### config.mk
export PLATFORM = sky130hd
export DESIGN_NAME = dma2d_agen
export DESIGN_NICKNAME = d
export VERILOG_FILES = /design/src/rtl/dma2d_pkg.sv /design/src/rtl/dma2d_tcb_decode.sv /design/src/rtl/dma2d_issue_gate.sv /design/src/rtl/dma2d_walker.sv /design/src/rtl/dma2d_agen.sv
export SDC_FILE = /design/constraint.sdc
export NUM_CORES = 1
export LEC_CHECK = 0
export BUFFER_PORTS_ARGS = -buffer_cell sky130_fd_sc_hd__buf_2
export CAP_MARGIN = 5
export CORE_ASPECT_RATIO = 1.25
export CORE_MARGIN = 4
export CORE_UTILIZATION = 25
export CTS_BUF_LIST = sky130_fd_sc_hd__clkbuf_4
export DETAILED_ROUTE_END_ITERATION = 8
export HOLD_SLACK_MARGIN = 0.12
export PLACE_DENSITY = 0.51
export RECOVER_POWER = 100
export SLEW_MARGIN = 5
export SYNTH_ARGS = -nofsm -noshare
export SYNTH_HDL_FRONTEND = slang
export SYNTH_SLANG_ARGS = --single-unit
### constraint.sdc
create_clock -name clk -period 4.2 [get_ports clk]
set_input_delay 0.42 -clock clk [delete_from_list [all_inputs] [get_ports clk]]
set_output_delay 0.42 -clock clk [all_outputs]
set_load 0.02 [all_outputs]
### src/rtl/dma2d_pkg.sv
package dma2d_pkg;
  localparam int TCB_W    = 32;
  localparam int CNT_W    = 16;
  localparam int MOD_W    = 16;
  localparam int WSZ_W    = 3;
  localparam int TYPE_W   = 3;
  // control word field positions
  localparam int TYPE_LSB = 29;
  localparam int DIM2_BIT = 27;
  localparam int LEN_LSB  = 25;
  localparam int IRQ_BIT  = 24;
  localparam int PACE_BIT = 23;
  // count/step word layout
  localparam int CNT_LSB  = 16;

  typedef enum logic [1:0] {
    OPLEN_RSVD = 2'b00,
    OPLEN_ONE  = 2'b01,
    OPLEN_TWO  = 2'b10,
    OPLEN_FOUR = 2'b11
  } oplen_e;

  typedef struct packed {
    logic [CNT_W-1:0] xcnt;
    logic [MOD_W-1:0] xmod;
    logic [CNT_W-1:0] ycnt;
    logic [MOD_W-1:0] ymod;
    logic             two_d;
    logic             paced;
    logic             irq_en;
    logic [WSZ_W-1:0] words;
  } walk_cfg_t;

  function automatic logic [WSZ_W-1:0] oplen_words(input oplen_e l);
    case (l)
      OPLEN_ONE:  return WSZ_W'(1);
      OPLEN_TWO:  return WSZ_W'(2);
      OPLEN_FOUR: return WSZ_W'(4);
      default:    return '0;
    endcase
  endfunction
endpackage

### src/rtl/dma2d_tcb_decode.sv
module dma2d_tcb_decode
  import dma2d_pkg::*;
(
  input  logic [TCB_W-1:0] xword,
  input  logic [TCB_W-1:0] yword,
  input  logic [TCB_W-1:0] ctrl,
  output walk_cfg_t        cfg,
  output logic             typed,
  output logic             bad
);
  oplen_e len;
  logic   two_d;
  logic   unused_ctrl_bits;

  always_comb begin
    len         = oplen_e'(ctrl[LEN_LSB +: 2]);
    two_d       = ctrl[DIM2_BIT];
    typed       = |ctrl[TYPE_LSB +: TYPE_W];
    cfg.xcnt    = xword[CNT_LSB +: CNT_W];
    cfg.xmod    = xword[0 +: MOD_W];
    // a one-dimensional run is a single row; the Y word is not consulted
    cfg.ycnt    = two_d ? yword[CNT_LSB +: CNT_W] : CNT_W'(1);
    cfg.ymod    = two_d ? yword[0 +: MOD_W] : '0;
    cfg.two_d   = two_d;
    cfg.paced   = ctrl[PACE_BIT];
    cfg.irq_en  = ctrl[IRQ_BIT];
    cfg.words   = oplen_words(len);
    bad         = typed && ((len == OPLEN_RSVD) || (cfg.xcnt == '0) || (cfg.ycnt == '0));
  end

  assign unused_ctrl_bits = ^{ctrl[TYPE_LSB-1], ctrl[PACE_BIT-1:0]};
endmodule

### src/rtl/dma2d_issue_gate.sv
module dma2d_issue_gate (
  input  logic clk,
  input  logic rst_n,
  input  logic load,
  input  logic busy,
  input  logic paced,
  input  logic req,
  input  logic addr_ready,
  output logic addr_valid,
  output logic fire
);
  logic pend_q, pend_d;

  always_comb begin
    addr_valid = busy && (!paced || pend_q);
    fire       = addr_valid && addr_ready;
    if (load) pend_d = 1'b0;
    else      pend_d = req || (pend_q && !fire);
  end

  always_ff @(posedge clk or negedge rst_n) begin
    if (!rst_n) pend_q <= 1'b0;
    else        pend_q <= pend_d;
  end

  // in paced mode a beat only appears after a request was seen
  a_r8_paced_after_req: assert property (@(posedge clk) disable iff (!rst_n)
    (paced && $rose(addr_valid)) |-> $past(req));
endmodule

### src/rtl/dma2d_walker.sv
module dma2d_walker
  import dma2d_pkg::*;
#(
  parameter int ADDR_W = 32
) (
  input  logic              clk,
  input  logic              rst_n,
  input  logic              start,
  input  logic              stop,
  input  logic              fire,
  input  logic [ADDR_W-1:0] start_addr,
  input  logic [CNT_W-1:0]  start_xcnt,
  input  logic [CNT_W-1:0]  start_ycnt,
  input  logic [CNT_W-1:0]  run_xcnt,
  input  logic [MOD_W-1:0]  run_xmod,
  input  logic [MOD_W-1:0]  run_ymod,
  input  logic [WSZ_W-1:0]  run_words,
  input  logic              run_irq_en,
  output logic [ADDR_W-1:0] addr,
  output logic              busy,
  output logic              done,
  output logic              irq
);
  localparam int EXT_W = ADDR_W - MOD_W;

  logic [ADDR_W-1:0] addr_q, addr_d;
  logic [CNT_W-1:0]  xrem_q, xrem_d;
  logic [CNT_W-1:0]  yrem_q, yrem_d;
  logic              busy_q, busy_d;
  logic              done_q, done_d;
  logic              irq_q,  irq_d;
  logic [CNT_W-1:0]  wsz;
  logic [ADDR_W-1:0] xstep, ystep;
  logic              row_end, blk_end;

  always_comb begin
    wsz     = {{(CNT_W-WSZ_W){1'b0}}, run_words};
    xstep   = {{EXT_W{run_xmod[MOD_W-1]}}, run_xmod};
    ystep   = {{EXT_W{run_ymod[MOD_W-1]}}, run_ymod};
    row_end = (xrem_q <= wsz);
    blk_end = row_end && (yrem_q == CNT_W'(1));

    addr_d = addr_q;
    xrem_d = xrem_q;
    yrem_d = yrem_q;
    busy_d = busy_q;
    done_d = 1'b0;
    irq_d  = 1'b0;
    if (stop) begin
      busy_d = 1'b0;
    end else if (start) begin
      busy_d = 1'b1;
      addr_d = start_addr;
      xrem_d = start_xcnt;
      yrem_d = start_ycnt;
    end else if (fire) begin
      if (blk_end) begin
        busy_d = 1'b0;
        done_d = 1'b1;
        irq_d  = run_irq_en;
      end else if (row_end) begin
        addr_d = addr_q + ystep;
        xrem_d = run_xcnt;
        yrem_d = yrem_q - CNT_W'(1);
      end else begin
        addr_d = addr_q + xstep;
        xrem_d = xrem_q - wsz;
      end
    end
  end

  always_ff @(posedge clk or negedge rst_n) begin
    if (!rst_n) begin
      addr_q <= '0;
      xrem_q <= '0;
      yrem_q <= '0;
      busy_q <= 1'b0;
      done_q <= 1'b0;
      irq_q  <= 1'b0;
    end else begin
      addr_q <= addr_d;
      xrem_q <= xrem_d;
      yrem_q <= yrem_d;
      busy_q <= busy_d;
      done_q <= done_d;
      irq_q  <= irq_d;
    end
  end

  assign addr = addr_q;
  assign busy = busy_q;
  assign done = done_q;
  assign irq  = irq_q;

  // an active walk always has words left in the row and rows left
  a_r5_counts_live: assert property (@(posedge clk) disable iff (!rst_n)
    busy_q |-> ((xrem_q != '0) && (yrem_q != '0)));
  // completion closes a walk that was running
  a_r9_done_closes: assert property (@(posedge clk) disable iff (!rst_n)
    done_q |-> (!busy_q && $past(busy_q)));
  // the interrupt strobe never appears outside completion
  a_r10_irq_in_done: assert property (@(posedge clk) disable iff (!rst_n)
    irq_q |-> done_q);
  // an idle channel keeps its address until the next start
  a_r2_idle_hold: assert property (@(posedge clk) disable iff (!rst_n)
    (!busy_q && !start) |=> $stable(addr_q));
endmodule

### src/rtl/dma2d_agen.sv
module dma2d_agen
  import dma2d_pkg::*;
#(
  parameter int ADDR_W = 32
) (
  input  logic              clk,
  input  logic              rst_n,
  input  logic              load,
  input  logic [TCB_W-1:0]  tcb_index,
  input  logic [TCB_W-1:0]  tcb_xword,
  input  logic [TCB_W-1:0]  tcb_yword,
  input  logic [TCB_W-1:0]  tcb_ctrl,
  input  logic              req,
  input  logic              addr_ready,
  output logic              addr_valid,
  output logic [ADDR_W-1:0] addr,
  output logic [WSZ_W-1:0]  beat_words,
  output logic              busy,
  output logic              done,
  output logic              irq,
  output logic              cfg_err
);
  localparam int SYNC_N = 2;

  logic [SYNC_N-1:0] rst_sync_q;
  logic              rst_core_n;
  walk_cfg_t         dec_cfg, cfg_q, cfg_d;
  logic              typed, bad, start, stop, fire;
  logic              err_q, err_d;
  logic              unused_cfg;

  // asynchronous assertion, synchronous release
  always_ff @(posedge clk or negedge rst_n) begin
    if (!rst_n) rst_sync_q <= '0;
    else        rst_sync_q <= {rst_sync_q[SYNC_N-2:0], 1'b1};
  end
  assign rst_core_n = rst_sync_q[SYNC_N-1];

  dma2d_tcb_decode u_decode (
    .xword (tcb_xword),
    .yword (tcb_yword),
    .ctrl  (tcb_ctrl),
    .cfg   (dec_cfg),
    .typed (typed),
    .bad   (bad)
  );

  always_comb begin
    start = load && typed && !bad;
    stop  = load && !start;
    cfg_d = start ? dec_cfg : cfg_q;
    err_d = load ? bad : err_q;
  end

  always_ff @(posedge clk or negedge rst_core_n) begin
    if (!rst_core_n) begin
      cfg_q <= '0;
      err_q <= 1'b0;
    end else begin
      cfg_q <= cfg_d;
      err_q <= err_d;
    end
  end

  dma2d_issue_gate u_gate (
    .clk        (clk),
    .rst_n      (rst_core_n),
    .load       (load),
    .busy       (busy),
    .paced      (cfg_q.paced),
    .req        (req),
    .addr_ready (addr_ready),
    .addr_valid (addr_valid),
    .fire       (fire)
  );

  dma2d_walker #(.ADDR_W(ADDR_W)) u_walker (
    .clk        (clk),
    .rst_n      (rst_core_n),
    .start      (start),
    .stop       (stop),
    .fire       (fire),
    .start_addr (tcb_index[ADDR_W-1:0]),
    .start_xcnt (dec_cfg.xcnt),
    .start_ycnt (dec_cfg.ycnt),
    .run_xcnt   (cfg_q.xcnt),
    .run_xmod   (cfg_q.xmod),
    .run_ymod   (cfg_q.ymod),
    .run_words  (cfg_q.words),
    .run_irq_en (cfg_q.irq_en),
    .addr       (addr),
    .busy       (busy),
    .done       (done),
    .irq        (irq)
  );

  assign beat_words = cfg_q.words;
  assign cfg_err    = err_q;
  assign unused_cfg = ^{cfg_q.ycnt, cfg_q.two_d};

  // a stalled beat keeps its address and stays offered
  a_r7_stall_hold: assert property (@(posedge clk) disable iff (!rst_core_n)
    (addr_valid && !addr_ready && !load) |=> (addr_valid && $stable(addr)));
  // an erroneous load never leaves the channel running
  a_r11_err_idle: assert property (@(posedge clk) disable iff (!rst_core_n)
    cfg_err |-> !busy);
  // an active channel always carries exactly one legal operand size
  a_r4_one_size: assert property (@(posedge clk) disable iff (!rst_core_n)
    busy |-> ($countones(beat_words) == 1));
endmodule

* Yosys cells after proc, flatten, opt, wreduce, memory -nomap -nowiden
Index checks and enable logic that the tools add are counted.
W data, S select, Z words.
** Storage, ports and cells
- Register bits after elaboration :: 124
- Input port bits :: 133
- Output and inout port bits :: 40
- Word-level logic and storage cells :: 81
** Cells by class
- $add $sub $neg :: 4
- Order comparisons :: 1
- Equal/unequal tests :: 5
- Mux-type cells :: 28
- Bitwise gates (word level) :: 1
- Reduce and logical (&&, ||, !) cells :: 27
** Operators with widths (count)
- $mux W16 :: 10
- $mux W32 :: 4
- $add A32 B32 Y32 :: 2
- $logic_not A16 Y1 :: 2
- $eq A16 B1 Y1 const B :: 1
- $le A16 B3 Y1 :: 1
- $sub A16 B1 Y16 const B :: 1
- $sub A16 B3 Y16 :: 1
- $mux W1 :: 13
- $pmux W3 S3 :: 1
- $logic_and A1 B1 Y1 :: 8
- $reduce_bool A3 Y1 :: 2
- $eq A2 B2 Y1 const B :: 2
- $logic_not A1 Y1 :: 4
- $logic_or A1 B1 Y1 :: 4
- $reduce_and A4 Y1 :: 1
- $reduce_bool A2 Y1 :: 2
- $reduce_and A3 Y1 :: 1
- $reduce_or A3 Y1 :: 1
- $eq A2 B1 Y1 const B :: 1
- $logic_not A2 Y1 :: 1
- $ne A2 B2 Y1 const B :: 1
- $reduce_and A2 Y1 :: 1
- $not A1 Y1 :: 1

* Depth between registers and ports, before layout
Gate-level depths: netlist of the first run.
- Depth after elaboration :: 10
- Mapped depth :: 22
- Gate-level depth less buffers :: 19

* Hierarchy
A second synthesis of the first run with hierarchy kept.
** Unflattened totals
- Cells, all modules :: 912
- Area, all modules :: 8637.0 um^2
** Modules (own cells, without submodules)
- dma2d_walker :: instances 1, cells an instance 694, area each 5610.4 um^2, seq. area each 1676.6 um^2
- dma2d_agen :: instances 1, cells an instance 124, area each 2353.5 um^2, seq. area each 1401.3 um^2
- dma2d_tcb_decode :: instances 1, cells an instance 87, area each 610.6 um^2, seq. area each 0.0 um^2
- dma2d_issue_gate :: instances 1, cells an instance 7, area each 62.6 um^2, seq. area each 25.0 um^2

* Worst setup path before layout of the first run
Ideal clock, no wire load.
- Path type :: register to register
- Start point :: register cfg_q (netlist bit beat_words[0])
- End point :: register u_walker.addr_q[26], in the netlist u_walker.addr[26]
- Setup time :: 0.083 ns
- Arrival :: 4.564 ns
- Required time :: 4.117 ns
- Slack :: -0.446 ns
- Stages on the path, launching flop included :: 22
- Path buffers :: 3
- Period minus slack after synthesis :: 4.646 ns
- Cells stage by stage :: dfrtp_1 ha_1 fa_1 nor2b_1 o21ai_0 or3b_4 buf_2 clkbuf_1 clkbuf_1 nand2_1 nand2_1 ha_1 inv_1 fa_1 nor2b_1 o2111ai_1 a21oi_1 a211oi_1 a21oi_1 a41oi_1 mux2_2 o21ai_0
** Between the ends
- Longest elaborated chain between the ends :: 5
- Elaborated cells between the ends (all ways) :: 8
- Classes of those cells :: order compare (1); eq/ne (1); mux (4); reduce/logical (2)
** RTL lines
- start, declared :: RTL line dma2d_agen.sv:27 : walk_cfg_t dec_cfg, cfg_q, cfg_d;
- start signal, assigned :: RTL line dma2d_agen.sv:60 : cfg_q <= cfg_d;
- $le A16 B3 Y1 * :: RTL line dma2d_walker.sv:40 : row_end = (xrem_q <= wsz);
- $mux W32 :: RTL line dma2d_walker.sv:61 : end else if (row_end) begin
- $mux W32 :: RTL line dma2d_walker.sv:57 : if (blk_end) begin
- $mux W32 :: RTL line dma2d_walker.sv:56 : end else if (fire) begin
- $mux W32 :: RTL line dma2d_walker.sv:51 : end else if (start) begin
- end signal, assigned :: RTL line dma2d_walker.sv:81 : addr_q <= addr_d;
- end, declared :: RTL line dma2d_walker.sv:26 : logic [ADDR_W-1:0] addr_q, addr_d;
Mark *: on every way between the ends. The rest lies on a longest branch, timed or not. The select of a mux whose other input is x is not followed.
A chain may end at the register's enable or synchronous reset.

* Worst setup path in the final report of the first run
- Start point :: register u_walker.xrem_q[11]
- End point :: register u_walker.addr_q[22], in the netlist u_walker.addr[22]
** Between the ends
- Longest elaborated chain between the ends :: 5
- Elaborated cells between the ends (all ways) :: 8
- Classes of those cells :: order compare (1); eq/ne (1); mux (4); reduce/logical (2)
** RTL lines
- start, declared :: RTL line dma2d_walker.sv:27 : logic [CNT_W-1:0] xrem_q, xrem_d;
- start signal, assigned :: RTL line dma2d_walker.sv:82 : xrem_q <= xrem_d;
- $le A16 B3 Y1 * :: RTL line dma2d_walker.sv:40
- $mux W32 :: RTL line dma2d_walker.sv:61
- $mux W32 :: RTL line dma2d_walker.sv:57
- $mux W32 :: RTL line dma2d_walker.sv:56
- $mux W32 :: RTL line dma2d_walker.sv:51
Marked as above.

==> results.txt, run 1 <==
----------------------------------------------------
[Timing]
  Setup repair after global routing missed its margin ... yes
  Endpoints failing hold ... 0
  Worst slew pin tran ... 2.58 ns
  Final slew viol count ... 61
  Shortest clock period the worst path allows after layout ... 4.08 ns
  Share of the clock period used by the worst path ... 97.1%
  Slew Limit Headroom ... -72.1%
  Worst Skew ... 0.0234 ns
  Setup violations, final ... 0
  Upper clock frequency limit ... 245 MHz
  Setup TNS ... 0 ns

[Die]
  Number of placement rows ... 71
  Initial standard-cell utilization of the core ... 25.5%
  # IOs ... 173
  DIE WIDTH ... 166 µm
  Area of the core ... 0.0304 mm²
  Area enclosed by the die boundary ... 0.0339 mm²
  DIE HEIGHT ... 205 µm

[Synthesis]
  Top post-synthesis cells by area ... dfrtp_1 (40%), nand2_1 (11%), ha_1 (6.1%), a21oi_1 (3.7%), o21ai_0 (3.2%)
  Proportion of netlist area held by the largest area contributor ... 40.0%
  Async set or reset register ratio after synthesis ... 100%
  EDFF count, synth ... 0
  Main flop type after synthesis ... dfrtp_1
  Most instantiated library cell after synthesis ... nand2_1
  Number of nets produced by synthesis ... 1094
  Share of synthesized area spent on multiplexers ... 1.10%
  Main combinational cell family by area after synthesis ... simple AND/OR/NAND/NOR gates
  Simple-Gate Fraction of Synth Area ... 24.3%
  Cell area after technology mapping ... 0.00776 mm²
  Mapped Cells ... 921
  Leading post-synthesis cells by instance count ... nand2_1 (234), dfrtp_1 (124), a21oi_1 (57), nor2_1 (52), o21ai_0 (49)
  Number of synthesized register bits ... 124
  Synthesized area per cell ... 8.42 µm²
  Xor/xnor cell area share of the yosys netlist ... 4.18%
  Register area share after synthesis ... 40.0%
  Cell type with the largest total area after synthesis ... dfrtp_1
  Number of warnings issued by yosys ... 0
  Compound-gate portion of the synthesized area ... 20.2%
  Adder-Cell Fraction of Synth Area ... 6.65%
  Number of library cell types mapped by synthesis ... 68

[Pwr]
  Static leakage ... 5.04 nW
  VDD IR-drop max ... 0.158 mV
  Total Power ... 4.51 mW
  Ratio of total power to cell area ... 406 mW/mm²

[GRT]
  GRT overflow ... 0
  Number of antenna violations at the first check in global routing ... 1
  GRT Util Overall ... 15.1%
  Vias in the first global route ... 7753
  First-pass GRT wire length ... 40.3 mm
  Maximum number of pins on one net before global-route repair ... 64

[Place]
  # port buffers ... 148
  Routability cong. ... 0.867
  Dpl cell area ... 0.00960 mm²
  Detailed placer's ending HPWL ... 18.6 mm

[Detailed routing]
  Initial detailed-routing violation count ... 383
  Final wirelength ... 26.1 mm
  Via Count ... 7849
  Number of detailed-routing iterations run before antenna repair ... 5
  Residual antenna-violating net count after detailed routing ... 0
  Average via count per standard cell ... 4.75
  Detailed-route DRC error count ... 0
  Drt wl/cell ... 15.8 µm

[Clock network]
  Clock Latency Late Sink ... 0.55 ns
  Largest buffer count on any clock path ... 2
  Clock transition at path regs ... 0.12 ns
  CTS H-Tree Depth ... 4
  Root buffer selected by CTS ... clkbuf_4
  Sinks on the clock net ... 124
  TritonCTS buffer count ... 17
  Clock tree from TritonCTS ... yes

[Worst setup path]
  Class of the most critical setup path ... reg -> reg
  Required time of the critical path ... 4.67 ns
  Data arrival time of the critical path ... 4.55 ns
  Largest fanout of any net on the critical path ... 12
  Crit. End Element ... flip-flop
  Crit path launch type ... flip-flop

[Layout]
  Post-route standard cell area excluding fillers ... 0.0111 mm²
  Relative area change from synthesis to final layout ... 43.1%
  Number of nets in the layout ... 1411
  Share of final-layout standard cells stronger than drive strength 1 ... 23.1%
  Number of fill cells in the layout ... 3176

[Min path]
  Class of the worst hold path ... in -> reg

[Flow run]
  Max-capacitance violation count ... 1

[Outcome]
  Result of the run ... complete, but fails checks
  Violations in the final reports ... capacitance limit, slew limit

----------------------------------------------------
==> per-stage QoR <==
stage	setup slack, ns	std cells	utilization [%]	hold WS [ns]
floorplan	-0.0298	921	-	0.124
global placement	-0.0259	1514	31.6	0.211
detailed placement	-0.0329	1514	31.6	0.215
CTS	-0.0204	1644	35.7	0.127
global route	-0.0505	1651	36.5	0.185
finish	0.122	1651	36.5	0.202
==> path summary, 6_finish.rpt <==
check	slack (ns)	endpoint	cells after the start	startpoint
max in group asynchronous	0.94	u_walker.xrem_q[10]$_DFFE_PN0P_	1	rst_sync_q[1]$_DFF_PN0_
max	0.12	u_walker.addr[22]$_DFFE_PN0P_	16	u_walker.xrem_q[11]$_DFFE_PN0P_
min reg2reg	0.36	rst_sync_q[1]$_DFF_PN0_	0	rst_sync_q[0]$_DFF_PN0_
min	0.20	u_walker.yrem_q[3]$_DFFE_PN0P_	3	tcb_yword[19]
max reg2reg	0.12	u_walker.addr[22]$_DFFE_PN0P_	16	u_walker.xrem_q[11]$_DFFE_PN0P_
min in group asynchronous	0.72	rst_sync_q[0]$_DFF_PN0_	3	rst_n
==> power breakdown <==
group | switching [mW] | internal (mW)
Sequential | 0.203 | 1.39
Combinational | 1.12 | 1.04
Clock | 0.462 | 0.297
==> flip-flops by register name, indices dropped and copies added (netlist names) <==
| name | cells |
|---|---|
| u_walker.done | 1 |
| u_walker.irq | 1 |
| cfg_q | 50 |
| u_walker.yrem_q | 16 |
| u_gate.pend_q | 1 |
| cfg_err | 1 |
| u_walker.busy | 1 |
| rst_sync_q | 2 |
| u_walker.addr | 32 |
| u_walker.xrem_q | 16 |
| beat_words | 3 |
==> logic make-up after synthesis <==
kind of cell / count (synthesis)
DFF: 124
other: 1
and+or+nand+nor: 412
adders and majority gates: 40
xor gates and xnor gates: 37
buffers and inverters: 64
muxes: 8
AOI/OAI and AO/OA: 235
==> cell type report <==
| type | instances | area (µm²) | share of cell area (%) |
|---|---|---|---|
| antenna | 1 | 2.50 | 0.0225 |
| clock buffer | 20 | 150 | 1.35 |
| clock inverter | 10 | 77.6 | 0.699 |
| inverter | 18 | 70.1 | 0.631 |
| multi-input combinational | 733 | 4750 | 42.8 |
| sequential | 124 | 3100 | 28.0 |
| tap | 401 | 502 | 4.52 |
| timing repair buffer | 344 | 2440 | 22.0 |
==> per-layer routing <==
| metal | up-vias | GRT usage (%) | wire (µm) |
|---|---|---|---|
| li1 | 3943 | - | - |
| met1 | 3719 | 19.7 | 12000 |
| met2 | 158 | 25.0 | 12500 |
| met3 | 29 | 3.16 | 1060 |
| met4 | 0 | 4.57 | 489 |
| met5 | - | 0 | 0 |
==> critical path, cell delays in order, from the launching register on <==
cell and delay (ns):
dfrtp_1 0.39, or4_4 0.54, or3_4 0.38, or3b_4 0.46, buf_12 0.16, nand2_1 0.06
nand2_1 0.09, ha_4 0.23, a21o_1 0.16, a21oi_2 0.20, a21oi_4 0.09, a211oi_4 0.32
a21oi_4 0.14, buf_6 0.15, a2111oi_4 0.34, a31oi_1 0.08, o211ai_1 0.20
==> timing repair <==
action,in CTS,in global routing
hold endpoints to repair,113,0
setup endpoints to repair,4,16
hold buffers,99,0
setup buffers,1,6
gates resized for setup,3,56
pin swaps,1,23
==> layout by cell type, fill, tap and decap left out, types with 4 or more instances in the layout <==
cell type,synthesis,layout
xor2_1,14,14
a311oi_1,4,4
dlygate4sd3_1,0,99
o211ai_1,7,7
nand2b_1,9,9
ha_4,0,11
dfrtp_1,124,124
a221o_1,11,11
a21o_1,18,18
clkinv_2,0,4
o31ai_1,4,4
a21oi_1,57,49
buf_6,0,4
clkbuf_4,0,21
ha_1,38,24
nand3_1,33,32
nor2_1,52,48
and2_1,5,5
a21oi_2,0,5
nand4_1,9,9
o21bai_1,5,4
a221oi_1,5,5
xnor2_1,23,23
nor3b_1,4,4
buf_2,10,106
a22oi_1,20,19
o41ai_1,4,4
a32oi_1,4,4
nor2b_1,7,5
inv_1,18,16
a211oi_1,16,14
nand2_1,234,232
o21ai_1,2,9
buf_4,5,83
clkbuf_1,25,45
nor4_1,16,16
nor3_1,16,17
o21ai_0,49,41
o21a_1,6,6
and3_1,5,4
No activity file was read; power rests on OpenSTA's default activity.
==> run 2, diff against run 1 <==
--- a/config.mk
+++ b/config.mk
@@ -7,10 +7,10 @@
 export LEC_CHECK = 0
 export BUFFER_PORTS_ARGS = -buffer_cell sky130_fd_sc_hd__buf_2
 export CAP_MARGIN = 5
-export CORE_ASPECT_RATIO = 1.25
+export CORE_ASPECT_RATIO = 0.75
 export CORE_MARGIN = 4
 export CORE_UTILIZATION = 25
-export CTS_BUF_LIST = sky130_fd_sc_hd__clkbuf_4
+export CTS_BUF_LIST = sky130_fd_sc_hd__clkbuf_16
 export DETAILED_ROUTE_END_ITERATION = 8
 export HOLD_SLACK_MARGIN = 0.12
 export PLACE_DENSITY = 0.51
==> run 2 against run 1 <==
Against the previous run: the run still ends with capacitance limit, slew limit left; worst setup slack lost 0.091 ns; largest cell class unchanged; sequential power is essentially flat; critical endpoint is now u_walker.addr[26]$_DFFE_PN0P_; combinational power grew 4%; maximum frequency shrank 2.2%; critical path type unchanged; via count shrank 2.6%; highest routed layer unchanged.
==> results.txt, run 2 (synthesis results as in run 1) <==
----------------------------------------------------
[Worst setup path]
  Worst R2R Path Depth ... 17 (+1)
  Crit path launch type ... flip-flop
  Worst-case register-to-register setup slack ... 0.03 ns (-0.09 ns)
  Worst setup path startpoint ... u_walker.xrem_q[11]$_DFFE_PN0P_
  Class of the most critical setup path ... reg -> reg
  Largest fanout of any net on the critical path ... 7 (-5)
  Crit. End Element ... flip-flop
  Startpoint of the worst register-to-register path ... u_walker.xrem_q[11]$_DFFE_PN0P_
  Required time of the critical path ... 4.55 ns (-0.12 ns)
  Data arrival time of the critical path ... 4.52 ns (-0.03 ns)
  Worst reg2reg endpoint ... u_walker.addr[26]$_DFFE_PN0P_

[Die]
  Area of the core ... 0.0303 mm² (-0.11%)
  DIE HEIGHT ... 161 µm (-22%)
  # IOs ... 173 (unchanged)
  DIE WIDTH ... 211 µm (+28%)
  Area enclosed by the die boundary ... 0.0339 mm² (about the same)
  Initial standard-cell utilization of the core ... 25.6% (+0.028 points)
  Number of placement rows ... 55 (-23%)

[Clock network]
  Clock Latency Late Sink ... 0.43 ns (-0.12 ns)
  Clock tree from TritonCTS ... yes
  TritonCTS buffer count ... 17 (unchanged)
  Largest buffer count on any clock path ... 2 (unchanged)
  Sinks on the clock net ... 124 (unchanged)
  Root buffer selected by CTS ... clkbuf_16
  Clock transition at path regs ... 0.05 ns (-0.07 ns)
  CTS H-Tree Depth ... 4 (unchanged)

[Min path]
  Class of the worst hold path ... in -> reg
  Beginning of the worst hold path ... tcb_xword[10]
  Worst-case hold path end point ... cfg_q[48]$_DFFE_PN0P_
  Worst hold stages ... 3 (unchanged)

[Timing]
  Setup repair after global routing missed its margin ... yes
  Setup TNS ... 0 ns (unchanged)
  Endpoints failing hold ... 0 (unchanged)
  Setup violations, final ... 0 (unchanged)
  Share of the clock period used by the worst path ... 99.3% (+2.2 points)
  Final worst-path setup slack ... 0.0315 ns (-0.0907 ns)
  Upper clock frequency limit ... 240 MHz (-2.2%)
  Slew Limit Headroom ... -110% (-38 points)
  Worst slew pin tran ... 3.16 ns (+0.574 ns)
  Worst Skew ... 0.0101 ns (-0.0133 ns)
  Final slew viol count ... 73 (+20%)
  Shortest clock period the worst path allows after layout ... 4.17 ns (+0.0907 ns)

[Pwr]
  Ratio of total power to cell area ... 488 mW/mm² (+20%)
  VDD IR-drop max ... 0.258 mV (+64%)
  Static leakage ... 4.93 nW (-2.3%)
  Total Power ... 5.25 mW (+16%)

[GRT]
  GRT Util Overall ... 15.2% (+0.13 points)
  Number of antenna violations at the first check in global routing ... 0 (-1)
  Vias in the first global route ... 7579 (-2.2%)
  GRT overflow ... 0 (unchanged)
  First-pass GRT wire length ... 41.4 mm (+2.8%)
  Maximum number of pins on one net before global-route repair ... 74 (+16%)

[Place]
  Detailed placer's ending HPWL ... 18.8 mm (+0.65%)
  Dpl cell area ... 0.00965 mm² (+0.50%)
  # port buffers ... 148 (unchanged)
  Routability cong. ... 0.877 (+1.2%)
  Setup Slack @ Placement ... -0.184 ns (-0.151 ns)

[Flow run]
  Max-capacitance violation count ... 1 (unchanged)

[Layout]
  Post-route standard cell area excluding fillers ... 0.0108 mm² (-3.1%)
  Reg with most FFs ... cfg_q
  Most frequent standard cell in the layout excluding fill and tap cells ... nand2_1
  Antenna cells ... 0 (-1)
  Number of flip-flops under the largest register name ... 50 (unchanged)
  Top library cells by usage in the layout, fill and taps aside ... nand2_1 (223), dfrtp_1 (124), buf_2 (107)
  Relative area change from synthesis to final layout ... 38.7%
  Number of nets in the layout ... 1327 (-6.0%)
  Share of final-layout standard cells stronger than drive strength 1 ... 28.1% (+5.0 points)
  Final design utilization ... 35.4% (-1.1 points)

[Outcome]
  Violations in the final reports ... capacitance limit, slew limit
  Result of the run ... complete, but fails checks

[Detailed routing]
  Final wirelength ... 26.6 mm (+2.1%)
  Via Count ... 7644 (-2.6%)
  Number of detailed-routing iterations run before antenna repair ... 5 (unchanged)
  Residual antenna-violating net count after detailed routing ... 0 (unchanged)
  Average via count per standard cell ... 4.88 (+2.7%)
  Drt wl/cell ... 17.0 µm (+7.7%)
  Detailed-route DRC error count ... 0 (unchanged)
  Initial detailed-routing violation count ... 464 (+21%)

----------------------------------------------------
[run 2: cell count changes in the layout (fill, tap and decap cells not counted), moves of 7 or more]
cell	change
clkbuf_16	+19
a21oi_2	+7
nand2_1	-9
buf_4	+10
a21oi_1	-7
nand2_2	+9
clkbuf_4	-21
dlygate4sd3_1	-98
[run 2: cell type report]
type                       instances  area (µm²)
inverter                          18        70.1
tap                              399         499
fill                            3182       19600
clock inverter                    15         118
multi-input combinational        733        4890
clock buffer                      17         425
sequential                       124        3100
timing repair buffer             260        1650
[run 2: power breakdown]
part	internal (mW)	total, mW	switching (mW)
clock network	0.850	1.40	0.551
logic	1.07	2.24	1.17
registers	1.39	1.61	0.221
total	3.31	5.25	1.94
[run 2: metrics by stage]
step | hold slack, ns | std cells
floorplan | 0.124 | 921
global placement | 0.206 | 1517
detailed placement | 0.207 | 1517
CTS | 0.167 | 1553
global route | 0.174 | 1566
finish | 0.185 | 1566
[run 2: worst max path at each step]
stage | endpoint | slack (ns) | cells after the start
2_1_floorplan | u_walker.addr[28]$_DFFE_PN0P_ | -0.03 | 19
3_3_place_gp | u_walker.addr[26]$_DFFE_PN0P_ | -0.18 | 17
3_5_place_dp | u_walker.addr[26]$_DFFE_PN0P_ | -0.18 | 17
4_1_cts | u_walker.addr[17]$_DFFE_PN0P_ | 0.008 | 21
5_1_grt | u_walker.addr[31]$_DFFE_PN0P_ | -0.14 | 18
6_report | u_walker.addr[26]$_DFFE_PN0P_ | 0.03 | 17
[run 2: layer usage]
metal  track usage [%]  wire length [µm]  vias up
met5                 0                 0        -
met3              3.26              1380       18
met1              22.6             13300     3686
met4              3.16               265        0
li1                  -                 -     3763
met2              22.9             11600      177
[run 2: what timing repair did]
item	CTS	global route
buffers inserted	3	11
gates cloned	0	2
endpoints found under the hold margin	2	0
hold buffers	1	0
gates resized for setup	8	82
endpoints found under the setup margin	9	16
pin swaps	7	26
[run 2: critical path, cell delays in order (launching register included)]
cell	delay [ns]
dfrtp_1	0.38
or4_4	0.54
or3_4	0.43
buf_6	0.13
or3b_4	0.45
buf_12	0.16
nand2_1	0.07
nand2_2	0.08
ha_4	0.29
buf_4	0.12
nand2_1	0.06
o21a_1	0.22
o2bb2ai_2	0.17
a211oi_4	0.07
a21oi_4	0.29
a41oi_2	0.20
mux2_4	0.33
o21ai_2	0.11
==> run 3, diff against run 2 <==
==> constraint.sdc (replaced) <==
create_clock -name clk -period 4.2 [get_ports clk]
set_input_delay 0.84 -clock clk [delete_from_list [all_inputs] [get_ports clk]]
set_output_delay 0.84 -clock clk [all_outputs]
set_load 0.02 [all_outputs]
==> run 3 against run 2 <==
Against the previous run: the flow still finishes with violations (capacitance limit, slew limit); count of clock-buffer cells in the layout unchanged; critical path depth unchanged; via count is 1.3% lower; cell count fell by 0.51%; clock skew grew 0.0033 ns; worst setup slack worse by 0.0090 ns; register-to-register slack hardly changed; die area unchanged; hold slack worse by 0.00085 ns; total power grew 2.1%; highest routed layer unchanged; combinational power fell by 3%; sequential power barely moved.
==> results.txt, run 3 (synthesis results as in run 1) <==
----------------------------------------------------
[Detailed routing]
  Initial detailed-routing violation count ... 513 (+11%)
  Drt wl/cell ... 16.6 µm (-2.2%)
  Final wirelength ... 25.9 mm (-2.7%)
  Number of detailed-routing iterations run before antenna repair ... 5 (unchanged)
  Via Count ... 7542 (-1.3%)
  Residual antenna-violating net count after detailed routing ... 0 (unchanged)
  Average via count per standard cell ... 4.84 (-0.83%)
  Detailed-route DRC error count ... 0 (unchanged)

[Die]
  Initial standard-cell utilization of the core ... 25.6% (unchanged)
  DIE WIDTH ... 211 µm (unchanged)
  Area enclosed by the die boundary ... 0.0339 mm² (unchanged)
  # IOs ... 173 (unchanged)
  DIE HEIGHT ... 161 µm (unchanged)
  Number of placement rows ... 55 (unchanged)
  Area of the core ... 0.0303 mm² (unchanged)

[Layout]
  Antenna cells ... 0 (unchanged)
  Final design utilization ... 35.3% (-0.15 points)
  Top library cells by usage in the layout, fill and taps aside ... nand2_1 (229), dfrtp_1 (124), buf_2 (106)
  Share of final-layout standard cells stronger than drive strength 1 ... 28.0% (-0.15 points)
  Reg with most FFs ... cfg_q
  Number of fill cells in the layout ... 3153 (-0.91%)
  Area occupied by registers ... 0.00310 mm² (unchanged)
  Most frequent standard cell in the layout excluding fill and tap cells ... nand2_1
  Fin cells ... 1558 (-0.51%)
  Post-route standard cell area excluding fillers ... 0.0107 mm² (-0.43%)
  Number of flip-flops under the largest register name ... 50 (unchanged)
  Footprint of the multi-input gates ... 0.00491 mm² (+0.43%)
  Relative area change from synthesis to final layout ... 38.1%
  Number of nets in the layout ... 1319 (-0.60%)

[Pwr]
  Switching pwr ... 1.96 mW (+1.0%)
  Switching power share of the total ... 36.6% (-0.39 points)
  Internal power contribution ... 3.40 mW (+2.7%)
  Combinational fraction of design power ... 40.8% (-1.8 points)
  Static leakage ... 4.86 nW (-1.3%)
  Share of total power in the clock network ... 29.3% (+2.6 points)
  Ratio of total power to cell area ... 500 mW/mm² (+2.5%)
  VDD IR-drop max ... 0.232 mV (-10%)
  Sequential share of power ... 30.0% (-0.7 points)

[Worst setup path]
  Crit path launch type ... flip-flop
  Largest fanout of any net on the critical path ... 6 (-1)
  Required time of the critical path ... 4.57 ns (+0.02 ns)
  Worst-case register-to-register setup slack ... 0.02 ns (about the same)
  Data arrival time of the critical path ... 4.55 ns (+0.03 ns)
  Crit. End Element ... flip-flop
  Class of the most critical setup path ... reg -> reg

[Clock network]
  Largest buffer count on any clock path ... 2 (unchanged)
  Clock tree from TritonCTS ... yes
  CTS H-Tree Depth ... 4 (unchanged)
  Clock transition at path regs ... 0.06 ns (about the same)
  Hold buffer count at cts ... 0 (-1)
  Root buffer selected by CTS ... clkbuf_16
  Clock Latency Late Sink ... 0.44 ns (about the same)
  TritonCTS buffer count ... 17 (unchanged)
  Sinks on the clock net ... 124 (unchanged)

[Timing]
  Endpoints failing hold ... 0 (unchanged)
  Setup repair after global routing missed its margin ... yes
  Worst Skew ... 0.0134 ns (+0.00334 ns)
  Setup violations, final ... 0 (unchanged)
  Final slew viol count ... 76 (+4.1%)
  Upper clock frequency limit ... 239 MHz (-0.22%)
  Worst slew pin tran ... 3.14 ns (-0.0159 ns)
  Share of the clock period used by the worst path ... 99.5% (+0.22 points)
  Slew Limit Headroom ... -109% (+1.1 points)
  Setup TNS ... 0 ns (unchanged)
  Shortest clock period the worst path allows after layout ... 4.18 ns (+0.00905 ns)

[Place]
  Dpl cell area ... 0.00965 mm² (about the same)
  # port buffers ... 148 (unchanged)
  Routability cong. ... 0.841 (-4.1%)
  Detailed placer's ending HPWL ... 18.6 mm (-0.92%)
  Placed cell count ... 1519 (+0.13%)

[GRT]
  Maximum number of pins on one net before global-route repair ... 109 (+47%)
  Vias in the first global route ... 7490 (-1.2%)
  GRT Util Overall ... 15.2% (-0.049 points)
  Number of antenna violations at the first check in global routing ... 0 (unchanged)
  GRT overflow ... 0 (unchanged)
  First-pass GRT wire length ... 41.2 mm (-0.48%)

[Outcome]
  Result of the run ... complete, but fails checks
  Violations in the final reports ... capacitance limit, slew limit

[Flow run]
  Max-capacitance violation count ... 1 (unchanged)

[Min path]
  Class of the worst hold path ... in -> async

----------------------------------------------------
[run 3: cell count changes in the layout (fill, tap and decap cells not counted), moves of 3 or more]
| cell | before | now |
|---|---|---|
| buf_12 | 6 | 2 |
| buf_4 | 93 | 87 |
| buf_6 | 4 | 7 |
| clkinv_1 | 4 | 1 |
| clkinvlp_4 | 0 | 3 |
| nand2_1 | 223 | 229 |
| nand2_2 | 11 | 5 |
[run 3: power by group through the flow]
stage	combinational (mW)	clock, mW	sequential [mW]
finish	2.18	1.57	1.61
global route	2.41	1.66	1.64
CTS	2.02	1.60	1.59
detailed placement	1.96	0	1.61
global placement	1.95	0	1.61
floorplan	1.13	0	1.66
[run 3: final timing paths]
check / to / depth (start not counted) / from
max reg2reg: u_walker.addr[26]$_DFFE_PN0P_ / 17 / u_walker.xrem_q[11]$_DFFE_PN0P_
min in group clk: rst_sync_q[1]$_DFF_PN0_ / 0 / rst_sync_q[0]$_DFF_PN0_
min: rst_sync_q[0]$_DFF_PN0_ / 1 / rst_n
max: u_walker.addr[26]$_DFFE_PN0P_ / 17 / u_walker.xrem_q[11]$_DFFE_PN0P_
max in group asynchronous: cfg_q[59]$_DFFE_PN0P_ / 1 / rst_sync_q[1]$_DFF_PN0_
min reg2reg: rst_sync_q[1]$_DFF_PN0_ / 0 / rst_sync_q[0]$_DFF_PN0_
[run 3: critical path, stage by stage (launching register included)]
cell and delay [ns]:
dfrtp_1 0.37, or4_4 0.53, or3_4 0.43, nor3b_4 0.19
buf_6 0.15, mux2i_4 0.30, buf_4 0.18, clkinvlp_4 0.18
buf_6 0.17, buf_4 0.13, ha_4 0.21, or2_4 0.25
buf_4 0.13, o31ai_2 0.07, a21oi_4 0.11, a41oi_2 0.25
mux2_4 0.33, o21ai_2 0.12
[run 3: layer usage]
metal / global-route usage [%] / up-vias / wire length, µm
met1: 23.0 / 3633 / 13400
met5: 0 / - / 0
li1: - / 3748 / -
met4: 3.25 / 0 / 215
met2: 22.3 / 148 / 11200
met3: 3.03 / 13 / 1120
[run 3: stage by stage]
step,hold slack [ns],setup slack [ns],power (mW)
final,0.184,0.0224,5.36
after global routing,0.179,-0.106,5.72
after CTS,0.165,0.0127,5.22
after detailed placement,0.339,-0.189,3.57
after global placement,0.335,-0.174,3.56
after floorplan,0.331,-0.0298,2.79
[run 3: timing repair]
item	in CTS	in global routing
buffers inserted	3	3
pin swaps	7	33
endpoints found under the setup margin	13	15
gates resized for setup	21	75
cloned	1	0
[run 3: layout make-up]
cell class | instances | area share (%)
Timing Repair Buffer | 251 | 14.1
Tap cell | 399 | 4.66
Inverter | 18 | 0.677
Clock buffer | 17 | 3.97
Clock inverter | 15 | 1.71
Sequential cell | 124 | 29.0
Multi-Input combinational cell | 733 | 45.9
Timing Repair inverter | 1 | 0.0701
